[config.mk]
export PLATFORM = sky130hd
export DESIGN_NAME = flash_cmd_seq
export DESIGN_NICKNAME = d
export VERILOG_FILES = /design/src/rtl/flseq_pkg.sv /design/src/rtl/flseq_hostregs.sv /design/src/rtl/flseq_cmdgen.sv /design/src/rtl/flseq_timer.sv /design/src/rtl/flash_cmd_seq.sv
export SDC_FILE = /design/constraint.sdc
export NUM_CORES = 1
export LEC_CHECK = 0
export BUFFER_PORTS_ARGS = -buffer_cell sky130_fd_sc_hd__buf_4
export CELL_PAD_IN_SITES_DETAIL_PLACEMENT = 1
export CELL_PAD_IN_SITES_GLOBAL_PLACEMENT = 1
export CORE_MARGIN = 5
export CORE_UTILIZATION = 45
export CTS_CLUSTER_SIZE = 30
export DETAILED_ROUTE_END_ITERATION = 8
export GPL_TIMING_DRIVEN = 0
export PLACE_DENSITY_LB_ADDON = 0.1
export SYNTH_ARGS = -nofsm -noshare
export SYNTH_HDL_FRONTEND = slang
export SYNTH_SLANG_ARGS = --single-unit
[constraint.sdc]
create_clock -name clk -period 5.79 [get_ports clk]
set_input_delay 0.579 -clock clk [delete_from_list [all_inputs] [get_ports clk]]
set_output_delay 0.579 -clock clk [all_outputs]
set_load 0.05 [all_outputs]
[src/rtl/flseq_pkg.sv]
package flseq_pkg;

    localparam int ADDR_W = 16;
    localparam int DATA_W = 8;
    localparam int STEP_W = 3;

    typedef enum logic [1:0] {
        OP_READ = 2'd0,
        OP_PROG = 2'd1,
        OP_SECT = 2'd2,
        OP_CHIP = 2'd3
    } op_e;

    typedef enum logic [1:0] {
        SEL_AHI  = 2'd0,
        SEL_ALO  = 2'd1,
        SEL_DATA = 2'd2,
        SEL_NONE = 2'd3
    } sel_e;

    typedef enum logic [2:0] {
        ST_IDLE,
        ST_RD,
        ST_SETUP,
        ST_PULSE,
        ST_HOLD,
        ST_WAIT
    } state_e;

    typedef struct packed {
        logic [ADDR_W-1:0] addr;
        logic [DATA_W-1:0] data;
    } bus_cyc_t;

    typedef struct packed {
        op_e               op;
        logic [ADDR_W-1:0] addr;
        logic [DATA_W-1:0] data;
    } job_t;

    // unlock constants
    localparam logic [ADDR_W-1:0] KEY_ADDR_A = 16'h5555;
    localparam logic [ADDR_W-1:0] KEY_ADDR_B = 16'h2AAA;
    localparam logic [DATA_W-1:0] KEY_DATA_A = 8'hAA;
    localparam logic [DATA_W-1:0] KEY_DATA_B = 8'h55;
    localparam logic [DATA_W-1:0] CMD_PROG   = 8'hA0;
    localparam logic [DATA_W-1:0] CMD_ERASE  = 8'h80;
    localparam logic [DATA_W-1:0] CMD_SECT   = 8'h30;
    localparam logic [DATA_W-1:0] CMD_CHIP   = 8'h10;

    function automatic logic [STEP_W-1:0] final_step(op_e op);
        return (op == OP_PROG) ? STEP_W'(3) : STEP_W'(5);
    endfunction

endpackage

[src/rtl/flseq_hostregs.sv]
module flseq_hostregs
    import flseq_pkg::*;
(
    input  logic                 clk,
    input  logic                 rst,
    input  logic                 wr,
    input  logic [1:0]           sel,
    input  logic [DATA_W-1:0]    din,
    output logic [ADDR_W-1:0]    addr,
    output logic [DATA_W-1:0]    data
);
    logic [DATA_W-1:0] hi_q, lo_q, dat_q;

    always_ff @(posedge clk) begin
        if (rst) begin
            hi_q  <= '0;
            lo_q  <= '0;
            dat_q <= '0;
        end else if (wr) begin
            case (sel_e'(sel))
                SEL_AHI:  hi_q  <= din;
                SEL_ALO:  lo_q  <= din;
                SEL_DATA: dat_q <= din;
                default:  ;
            endcase
        end
    end

    assign addr = {hi_q, lo_q};
    assign data = dat_q;
endmodule

[src/rtl/flseq_cmdgen.sv]
module flseq_cmdgen
    import flseq_pkg::*;
#(
    parameter int SECT_LOG2 = 12
) (
    input  job_t              job,
    input  logic [STEP_W-1:0] step,
    output bus_cyc_t          cyc,
    output logic              last
);
    localparam logic [ADDR_W-1:0] SECT_MASK = ~((ADDR_W'(1) << SECT_LOG2) - ADDR_W'(1));

    logic [ADDR_W-1:0] sect_base;
    assign sect_base = job.addr & SECT_MASK;

    always_comb begin
        cyc = '{addr: KEY_ADDR_A, data: KEY_DATA_A};
        case (step)
            3'd0: cyc = '{addr: KEY_ADDR_A, data: KEY_DATA_A};
            3'd1: cyc = '{addr: KEY_ADDR_B, data: KEY_DATA_B};
            3'd2: cyc = '{addr: KEY_ADDR_A,
                          data: (job.op == OP_PROG) ? CMD_PROG : CMD_ERASE};
            3'd3: cyc = (job.op == OP_PROG) ? '{addr: job.addr, data: job.data}
                                            : '{addr: KEY_ADDR_A, data: KEY_DATA_A};
            3'd4: cyc = '{addr: KEY_ADDR_B, data: KEY_DATA_B};
            3'd5: cyc = (job.op == OP_SECT) ? '{addr: sect_base, data: CMD_SECT}
                                            : '{addr: KEY_ADDR_A, data: CMD_CHIP};
            default: cyc = '{addr: KEY_ADDR_A, data: KEY_DATA_A};
        endcase
    end

    assign last = (step == final_step(job.op));
endmodule

[src/rtl/flseq_timer.sv]
module flseq_timer #(
    parameter int W = 8
) (
    input  logic         clk,
    input  logic         rst,
    input  logic         load,
    input  logic [W-1:0] val,
    output logic         zero
);
    logic [W-1:0] cnt_q;

    always_ff @(posedge clk) begin
        if (rst)
            cnt_q <= '0;
        else if (load)
            cnt_q <= val;
        else if (cnt_q != '0)
            cnt_q <= cnt_q - W'(1);
    end

    assign zero = (cnt_q == '0);
endmodule

[src/rtl/flash_cmd_seq.sv]
module flash_cmd_seq
    import flseq_pkg::*;
#(
    parameter int WE_PULSE    = 3,
    parameter int READ_WAIT   = 4,
    parameter int PROG_WAIT   = 20,
    parameter int SECTOR_WAIT = 200,
    parameter int CHIP_WAIT   = 800,
    parameter int SECT_LOG2   = 12
) (
    input  logic        clk,
    input  logic        rst,
    input  logic        host_wr,
    input  logic [1:0]  host_sel,
    input  logic [7:0]  host_din,
    input  logic [1:0]  op_code,
    input  logic        start,
    output logic        busy,
    output logic        done,
    output logic [7:0]  rd_data,
    output logic [15:0] fl_addr,
    output logic [7:0]  fl_dout,
    output logic        fl_dout_en,
    input  logic [7:0]  fl_din,
    output logic        fl_ce_n,
    output logic        fl_oe_n,
    output logic        fl_we_n
);
    localparam int MAX_A = (WE_PULSE > READ_WAIT) ? WE_PULSE : READ_WAIT;
    localparam int MAX_B = (PROG_WAIT > SECTOR_WAIT) ? PROG_WAIT : SECTOR_WAIT;
    localparam int MAX_C = (CHIP_WAIT > MAX_B) ? CHIP_WAIT : MAX_B;
    localparam int MAX_W = (MAX_A > MAX_C) ? MAX_A : MAX_C;
    localparam int CNT_W = $clog2(MAX_W + 1);

    logic [ADDR_W-1:0] reg_addr;
    logic [DATA_W-1:0] reg_data;
    state_e            state_q;
    job_t              job_q;
    logic [STEP_W-1:0] step_q;
    bus_cyc_t          cyc;
    logic              cyc_last;
    logic              tmr_load;
    logic [CNT_W-1:0]  tmr_val;
    logic              tmr_zero;
    logic              done_q;
    logic [7:0]        rd_q;
    logic              in_write;

    flseq_hostregs u_regs (
        .clk  (clk),
        .rst  (rst),
        .wr   (host_wr),
        .sel  (host_sel),
        .din  (host_din),
        .addr (reg_addr),
        .data (reg_data)
    );

    flseq_cmdgen #(.SECT_LOG2(SECT_LOG2)) u_gen (
        .job  (job_q),
        .step (step_q),
        .cyc  (cyc),
        .last (cyc_last)
    );

    flseq_timer #(.W(CNT_W)) u_tmr (
        .clk  (clk),
        .rst  (rst),
        .load (tmr_load),
        .val  (tmr_val),
        .zero (tmr_zero)
    );

    function automatic logic [CNT_W-1:0] settle_len(op_e op);
        case (op)
            OP_PROG: return CNT_W'(PROG_WAIT - 1);
            OP_SECT: return CNT_W'(SECTOR_WAIT - 1);
            default: return CNT_W'(CHIP_WAIT - 1);
        endcase
    endfunction

    always_comb begin
        tmr_load = 1'b0;
        tmr_val  = '0;
        case (state_q)
            ST_IDLE: if (start && op_e'(op_code) == OP_READ) begin
                tmr_load = 1'b1;
                tmr_val  = CNT_W'(READ_WAIT - 1);
            end
            ST_SETUP: begin
                tmr_load = 1'b1;
                tmr_val  = CNT_W'(WE_PULSE - 1);
            end
            ST_HOLD: if (cyc_last) begin
                tmr_load = 1'b1;
                tmr_val  = settle_len(job_q.op);
            end
            default: ;
        endcase
    end

    always_ff @(posedge clk) begin
        if (rst) begin
            state_q <= ST_IDLE;
            job_q   <= '{op: OP_READ, addr: '0, data: '0};
            step_q  <= '0;
            done_q  <= 1'b0;
            rd_q    <= '0;
        end else begin
            done_q <= 1'b0;
            case (state_q)
                ST_IDLE: if (start) begin
                    job_q   <= '{op: op_e'(op_code), addr: reg_addr, data: reg_data};
                    step_q  <= '0;
                    state_q <= (op_e'(op_code) == OP_READ) ? ST_RD : ST_SETUP;
                end
                ST_RD: if (tmr_zero) begin
                    rd_q    <= fl_din;
                    done_q  <= 1'b1;
                    state_q <= ST_IDLE;
                end
                ST_SETUP: state_q <= ST_PULSE;
                ST_PULSE: if (tmr_zero) state_q <= ST_HOLD;
                ST_HOLD: begin
                    if (cyc_last) begin
                        state_q <= ST_WAIT;
                    end else begin
                        step_q  <= step_q + STEP_W'(1);
                        state_q <= ST_SETUP;
                    end
                end
                ST_WAIT: if (tmr_zero) begin
                    done_q  <= 1'b1;
                    state_q <= ST_IDLE;
                end
                default: state_q <= ST_IDLE;
            endcase
        end
    end

    assign in_write   = (state_q == ST_SETUP) || (state_q == ST_PULSE) || (state_q == ST_HOLD);
    assign busy       = (state_q != ST_IDLE);
    assign done       = done_q;
    assign rd_data    = rd_q;
    assign fl_ce_n    = !(in_write || state_q == ST_RD);
    assign fl_oe_n    = (state_q != ST_RD);
    assign fl_we_n    = (state_q != ST_PULSE);
    assign fl_dout_en = in_write;
    assign fl_dout    = in_write ? cyc.data : '0;
    assign fl_addr    = (state_q == ST_RD) ? job_q.addr : (in_write ? cyc.addr : '0);
endmodule


==> flow_summary.toml, run 1 <==
[timing]
fin_setup_tns_ps = 0
rsz0062_at_grt = "false"
slew_headroom_pct = 35.7
fmax_mhz = 305
worst_slew_pin_slew_ps = 963
skew_ps = 13.9
hold_violations = 0
period_share_pct = 56.6
period_minus_slack_ps = 3280
slew_viol_final = 0
worst_slack_ps = 2510
finalSetupViolCount = 0

[setup_path]
crit_path_start_kind = "register"
path_delay_family = "compound AO/OA/AOI/OAI gates"
critPathBufInv = 1
worstPathArrival_ps = 2700
max_stage_delay_ps = 620
end_kind = "output port"
critPathKind = "reg -> out"
critPathSlowestCell = "o21ai_1"
path_cells = "nor3b_1 > o2bb2ai_1 > o21ai_1 > o21a_1 > buf_4"
cp_data_required_time_ps = 5210
crit_fanout = 8

[floorplan]
die-area_um2 = 9710
core-area_um2 = 7690
rows = 32
ios = 62
die_w_um = 98.5
chipHeight_um = 98.5
initial_core_util_pct = 45.9

[clock_network]
ctsHoldBuffers = 0
cts_tree = "yes"
clk_latency_ps = 350
clock_path_buffers = 2
cts-resized-gates = 0
numCtsBuffers = 9
clkTransAtPathRegs_ps = 90
clockRootBuffer = "clkbuf_8"
cts_setup_buffers = 0
cts.sinks = 75
htreeDepth = 3

[global_route]
use_met2_pct = 38.6
grt_pass1_vias = 3299
gr-total-overflow = 0
grt_usage_pct = 21.3
grtUsageMet1_pct = 26.3
grt_max_degree = 15
antenna_found_initial = 0
grtUsageMet3_pct = 2.97
grt-busiest-layer = "met2"
grt_pass1_wl_um = 16600

[route]
firstDrtPassIters = 4
wl_um = 10300
drc = 0
drtIter0Drc = 125
routed_via_density = 5.45
routedWlPerCell_um = 17.4
vias = 3228
ant_nets = 0

[synth]
synth-edff-count = 0
synth_area_um2 = 3530
ys_seq_area_share_pct = 42.6
yosysWarningCount = 0
avgSynthCellArea_um2 = 8.52
synthFlopType = "dfxtp_1"
synth-async-reset-ratio_pct = 0
ys_ff_latch = 75
yosysTopAreaCell = "dfxtp_1"
synth_nets = 448
synth_area_leaders = "dfxtp_1, mux2i_1, nand2_1, a21oi_1, nor2_1"
syn_inst = 414
synth_top_area_share_pct = 42.6
synth_commonest_cells = "dfxtp_1, nand2_1, a21oi_1, nor2_1, mux2i_1"
ys_types = 53
post-synth-top-count-cell = "dfxtp_1"

[place]
numPortBuffers = 60
routabilityCongestion = 0.805
pre_cts_slack_ps = 2920
post-dp-hpwl_um = 7660

[power_and_ir_drop]
p_sw_share_pct = 39.2
pwr-share-clk_pct = 26.4
power.density_nw_per_um2 = 402
seq_power_share_pct = 35.8
power.leakage_nw = 1.80
p_int_mw = 1.06
combPwrFrac_pct = 37.8
peakVddDrop_mv = 0.195
p_switching_uw = 681

[finish]
register_area_um2 = 1500
drive_gt1_share_pct = 18.0
nFillCells = 957
multi_input_area_um2 = 1890
fin_util_pct = 56.3
antenna_cells = 0
nets = 519
syn2layout_area_growth_pct = 22.7

[flow_run]
maxCapViolations = 0

[worst_hold_path]
min_path_type = "reg -> reg"

[run_status]
status = "finished, final reports clean"
-- cells by family (layout without fill, tap and decap cells) --
kind of cell | after synthesis | after routing | synth area share [%]
multiplexers | 39 | 39 | 11.1
buffers and inverters | 35 | 111 | 3.80
AO/OA/AOI/OAI | 104 | 104 | 18.2
AND/OR/NAND/NOR | 149 | 149 | 20.2
adder cells (fa/ha/maj) | 10 | 10 | 3.55
XOR/XNOR | 2 | 2 | 0.497
flip-flops | 75 | 75 | 42.6
-- through the flow --
step | hold slack (ps) | cells | cell area [um2] | power, mW
2_1_floorplan | 431 | 414 | 3530 | 1.11
3_3_place_gp | 438 | 576 | 4110 | 1.26
4_1_cts | 454 | 592 | 4330 | 1.75
3_5_place_dp | 450 | 576 | 4110 | 1.29
5_1_grt | 477 | 592 | 4330 | 1.83
6_report | 458 | 592 | 4330 | 1.74
-- sequential cells by signal, indices dropped and copies added (netlist names) --
name         count
step_q           3
job_q           26
state_q          3
u_regs.lo_q      8
done             1
rd_data          8
u_tmr.cnt_q     10
u_regs.data      8
u_regs.hi_q      8
-- metal layers --
layer  vias up  share of wire [%]
li1       1575                  -
met1      1592                 44
met2        51                 53
met3        10                2.4
met4         0                1.2
met5         -                  0
-- layout by cell type, fill, tap and decap left out, drive strengths merged, types with 3 or more instances in the layout --
cell,count
nand3,6
nand2b,4
nand3b,3
a21o,10
inv,12
o211ai,7
or3,3
nor2,42
o21ai,13
clkbuf,31
dfxtp,75
a21oi,46
nor3,6
o21a,9
mux2i,37
buf,63
ha,10
nand2,65
nor3b,4
a21boi,3
-- worst reg2reg max path, cell delays in order (launching register included) --
cell and delay, ps:
dfxtp_1 420, inv_1 90, ha_1 250, nor4bb_1 620
o21ai_0 420, clkbuf_1 340, o211ai_1 190, a21oi_1 100
-- path summary, 6_finish.rpt --
| path | start | end | slack (ps) | cells past startpoint |
|---|---|---|---|---|
| hold / removal | u_regs.data[7] | job_q[7] | 460 | 2 |
| setup / recovery | state_q[1] | fl_addr[1] | 2510 | 5 |
| hold reg to reg | u_regs.data[7] | job_q[7] | 460 | 2 |
| setup reg to reg | job_q[25] | u_tmr.cnt_q[4] | 3230 | 7 |
-- power groups by stage --
stage	clock network, mW	registers, mW	logic [mW]
final	0.459	0.624	0.658
after global routing	0.486	0.632	0.711
after CTS	0.463	0.623	0.660
after detailed placement	0	0.635	0.655
after global placement	0	0.631	0.629
after floorplan	0	0.642	0.466
-- cell type report --
cell class,instances,share of cell area (%)
clock buffer,9,2.86
tap,102,2.95
buffer,25,2.23
timing repair buffer,60,10.4
clock inverter,7,2.26
inverter,10,0.868
sequential,75,34.7
multi-input combinational,304,43.7
No activity file was read; power rests on OpenSTA's default activity.
==> run 2: changes to the inputs <==
--- a/config.mk
+++ b/config.mk
@@ -9,7 +9,7 @@
 export CELL_PAD_IN_SITES_DETAIL_PLACEMENT = 1
 export CELL_PAD_IN_SITES_GLOBAL_PLACEMENT = 1
 export CORE_MARGIN = 5
-export CORE_UTILIZATION = 45
+export CORE_UTILIZATION = 41
 export CTS_CLUSTER_SIZE = 30
 export DETAILED_ROUTE_END_ITERATION = 8
 export GPL_TIMING_DRIVEN = 0
==> constraint.sdc (replaced) <==
create_clock -name clk -period 3.2 [get_ports clk]
set_input_delay 0.32 -clock clk [delete_from_list [all_inputs] [get_ports clk]]
set_output_delay 0.32 -clock clk [all_outputs]
set_load 0.05 [all_outputs]
==> run 2 against run 1 <==
Compared with the run above:
- flip-flop and latch count unchanged
- largest cell class unchanged
- cell count increased by 0.51%
- cell area decreased by 0.58%
- die area increased by 8.7%
- via count decreased by 2.0%
- first-iteration DRC count decreased by 15%
- worst hold slack got worse by 260 ps
- largest power group unchanged
- utilization decreased by 4.5 points
- routed wire length decreased by 2.8%
==> flow_summary.toml, run 2 (synthesized netlist as in run 1, its figures left out) <==
[floorplan]
rows = 33
ios = 62
core-area_um2 = 8300
chipHeight_um = 103
initial_core_util_pct = 42.5
die_w_um = 103
die-area_um2 = 10600

[setup_path]
crit_fanout = 8
max_stage_delay_ps = 450
cp_data_required_time_ps = 2880
critPathSlowestCell = "dfxtp_1"
end_kind = "output port"
endpoint = "fl_addr[11]"
worstPathArrival_ps = 2550
path_delay_family = "compound AO/OA/AOI/OAI gates"
path_cells = "inv_1 > ha_1 > a21oi_1 > o2bb2ai_1 > o21ai_1 > o21a_1 > buf_4"
reg2reg_depth = 7
r2r_setup_slack_ps = 630
timing.rr.start = "job_q[25]"
r2r_end = "u_tmr.cnt_q[4]"
critPathBufInv = 2
crit_path_start_kind = "register"
critPathKind = "reg -> out"
cp.depth = 7
cp-startpoint = "step_q[1]"

[route]
drtIter0Drc = 106
firstDrtPassIters = 4
routedWlPerCell_um = 16.8
drc = 0
ant_nets = 0
vias = 3163
wl_um = 10000
routed_via_density = 5.32

[timing]
worst_slack_ps = 327
skew_ps = 9.13
fin_setup_tns_ps = 0
worst_slew_pin_slew_ps = 1080
period_minus_slack_ps = 2870
holdWs_ps = 201
hold_violations = 0
slew_viol_final = 0
fmax_mhz = 348
rsz0062_at_grt = "false"
period_share_pct = 89.8
slew_headroom_pct = 27.8
finalSetupViolCount = 0

[clock_network]
ctsHoldBuffers = 0
cts_tree = "yes"
htreeDepth = 3
clockRootBuffer = "clkbuf_8"
clk_latency_ps = 350
clkTransAtPathRegs_ps = 90
numCtsBuffers = 9
cts.sinks = 75
clock_path_buffers = 2

[place]
post-dp-hpwl_um = 7480
numPortBuffers = 60
routabilityCongestion = 0.774
dp_cells = 579
pre_cts_slack_ps = 609

[power_and_ir_drop]
power.density_nw_per_um2 = 699
pwr-share-clk_pct = 23.5
combPwrFrac_pct = 38.9
peakVddDrop_mv = 0.245
power.leakage_nw = 1.78
seq_power_share_pct = 37.6
p_total_mw = 3.01
p_sw_share_pct = 40.2
p_int_mw = 1.80
p_switching_mw = 1.21

[global_route]
gr-total-overflow = 0
grt_pass1_vias = 3234
antenna_found_initial = 0
grt_pass1_wl_um = 16200
grt_max_degree = 14
grt_usage_pct = 19.8

[finish]
largest_reg_flops = 26
syn2layout_area_growth_pct = 22.0
antenna_cells = 0
layout.cells.most_common_list = "dfxtp_1, nand2_1, buf_4, a21oi_1, nor2_1"
top_regs = "job_q: 26 flops, u_tmr.cnt_q: 10 flops"
nFillCells = 1016
instances_no_fill = 595
regMostFlops = "job_q"
layout_commonest_cell = "dfxtp_1"
drive_gt1_share_pct = 18.2
nets = 519

[flow_run]
maxCapViolations = 0

[run_status]
status = "finished, final reports clean"

[worst_hold_path]
hold_path_depth = 3
min_path_type = "in -> reg"
## run 2: routing by layer
layer	GRT usage, %	vias up	part of all wire (%)
li1	-	1584	-
met2	34.4	47	51
met5	0	-	0
met3	3.32	9	2.9
met1	25.3	1523	45
met4	5.78	0	1.1
## run 2: stage by stage
stage	instance area, um2	utilization (%)
2_1_floorplan	3530	-
5_1_grt	4300	51.8
3_5_place_dp	4110	49.5
4_1_cts	4300	51.8
3_3_place_gp	4110	49.5
6_report	4300	51.8
## run 2: worst min path at each step
stage / start / endpoint / slack (ps)
floorplan: u_regs.hi_q[0] / job_q[16] / 430
global placement: u_regs.lo_q[5] / job_q[13] / 440
detailed placement: u_regs.lo_q[5] / job_q[13] / 450
CTS: fl_din[6] / rd_data[6] / 200
global route: fl_din[3] / rd_data[3] / 210
finish: fl_din[6] / rd_data[6] / 200
## run 2: worst register-to-register path, delay by kind of cell (launching register included)
kind | cells | cell delay (ps)
compound gates | 3 | 690
simple gates | 1 | 670
buf+inv | 2 | 420
flops | 1 | 410
fa+ha+maj | 1 | 250
## run 2: what timing repair did
item | in CTS | in global routing
setup buffers | 0 | 0
resized for setup | 0 | 1
setup endpoints to repair | 0 | 6
## run 2: final cells by class
class                   count  area (um2)  share of cell area (%)
multi-input cells         304        1900                    44.1
flip-flops and latches     75        1500                    34.9
repair buffers             60         450                    10.5
clock buffers              11         151                    3.52
well taps                 105         131                    3.05
plain buffers              25        96.3                    2.24
inverters                  10        37.5                   0.873
clock inverters             5        36.3                   0.844
## run 2: power groups by stage
stage	Sequential [mW]	Combinational [mW]	Clock [mW]
6_report	1.13	1.17	0.707
5_1_grt	1.14	1.28	0.759
4_1_cts	1.13	1.18	0.719
3_5_place_dp	1.15	1.17	0
3_3_place_gp	1.14	1.15	0
2_1_floorplan	1.16	0.844	0
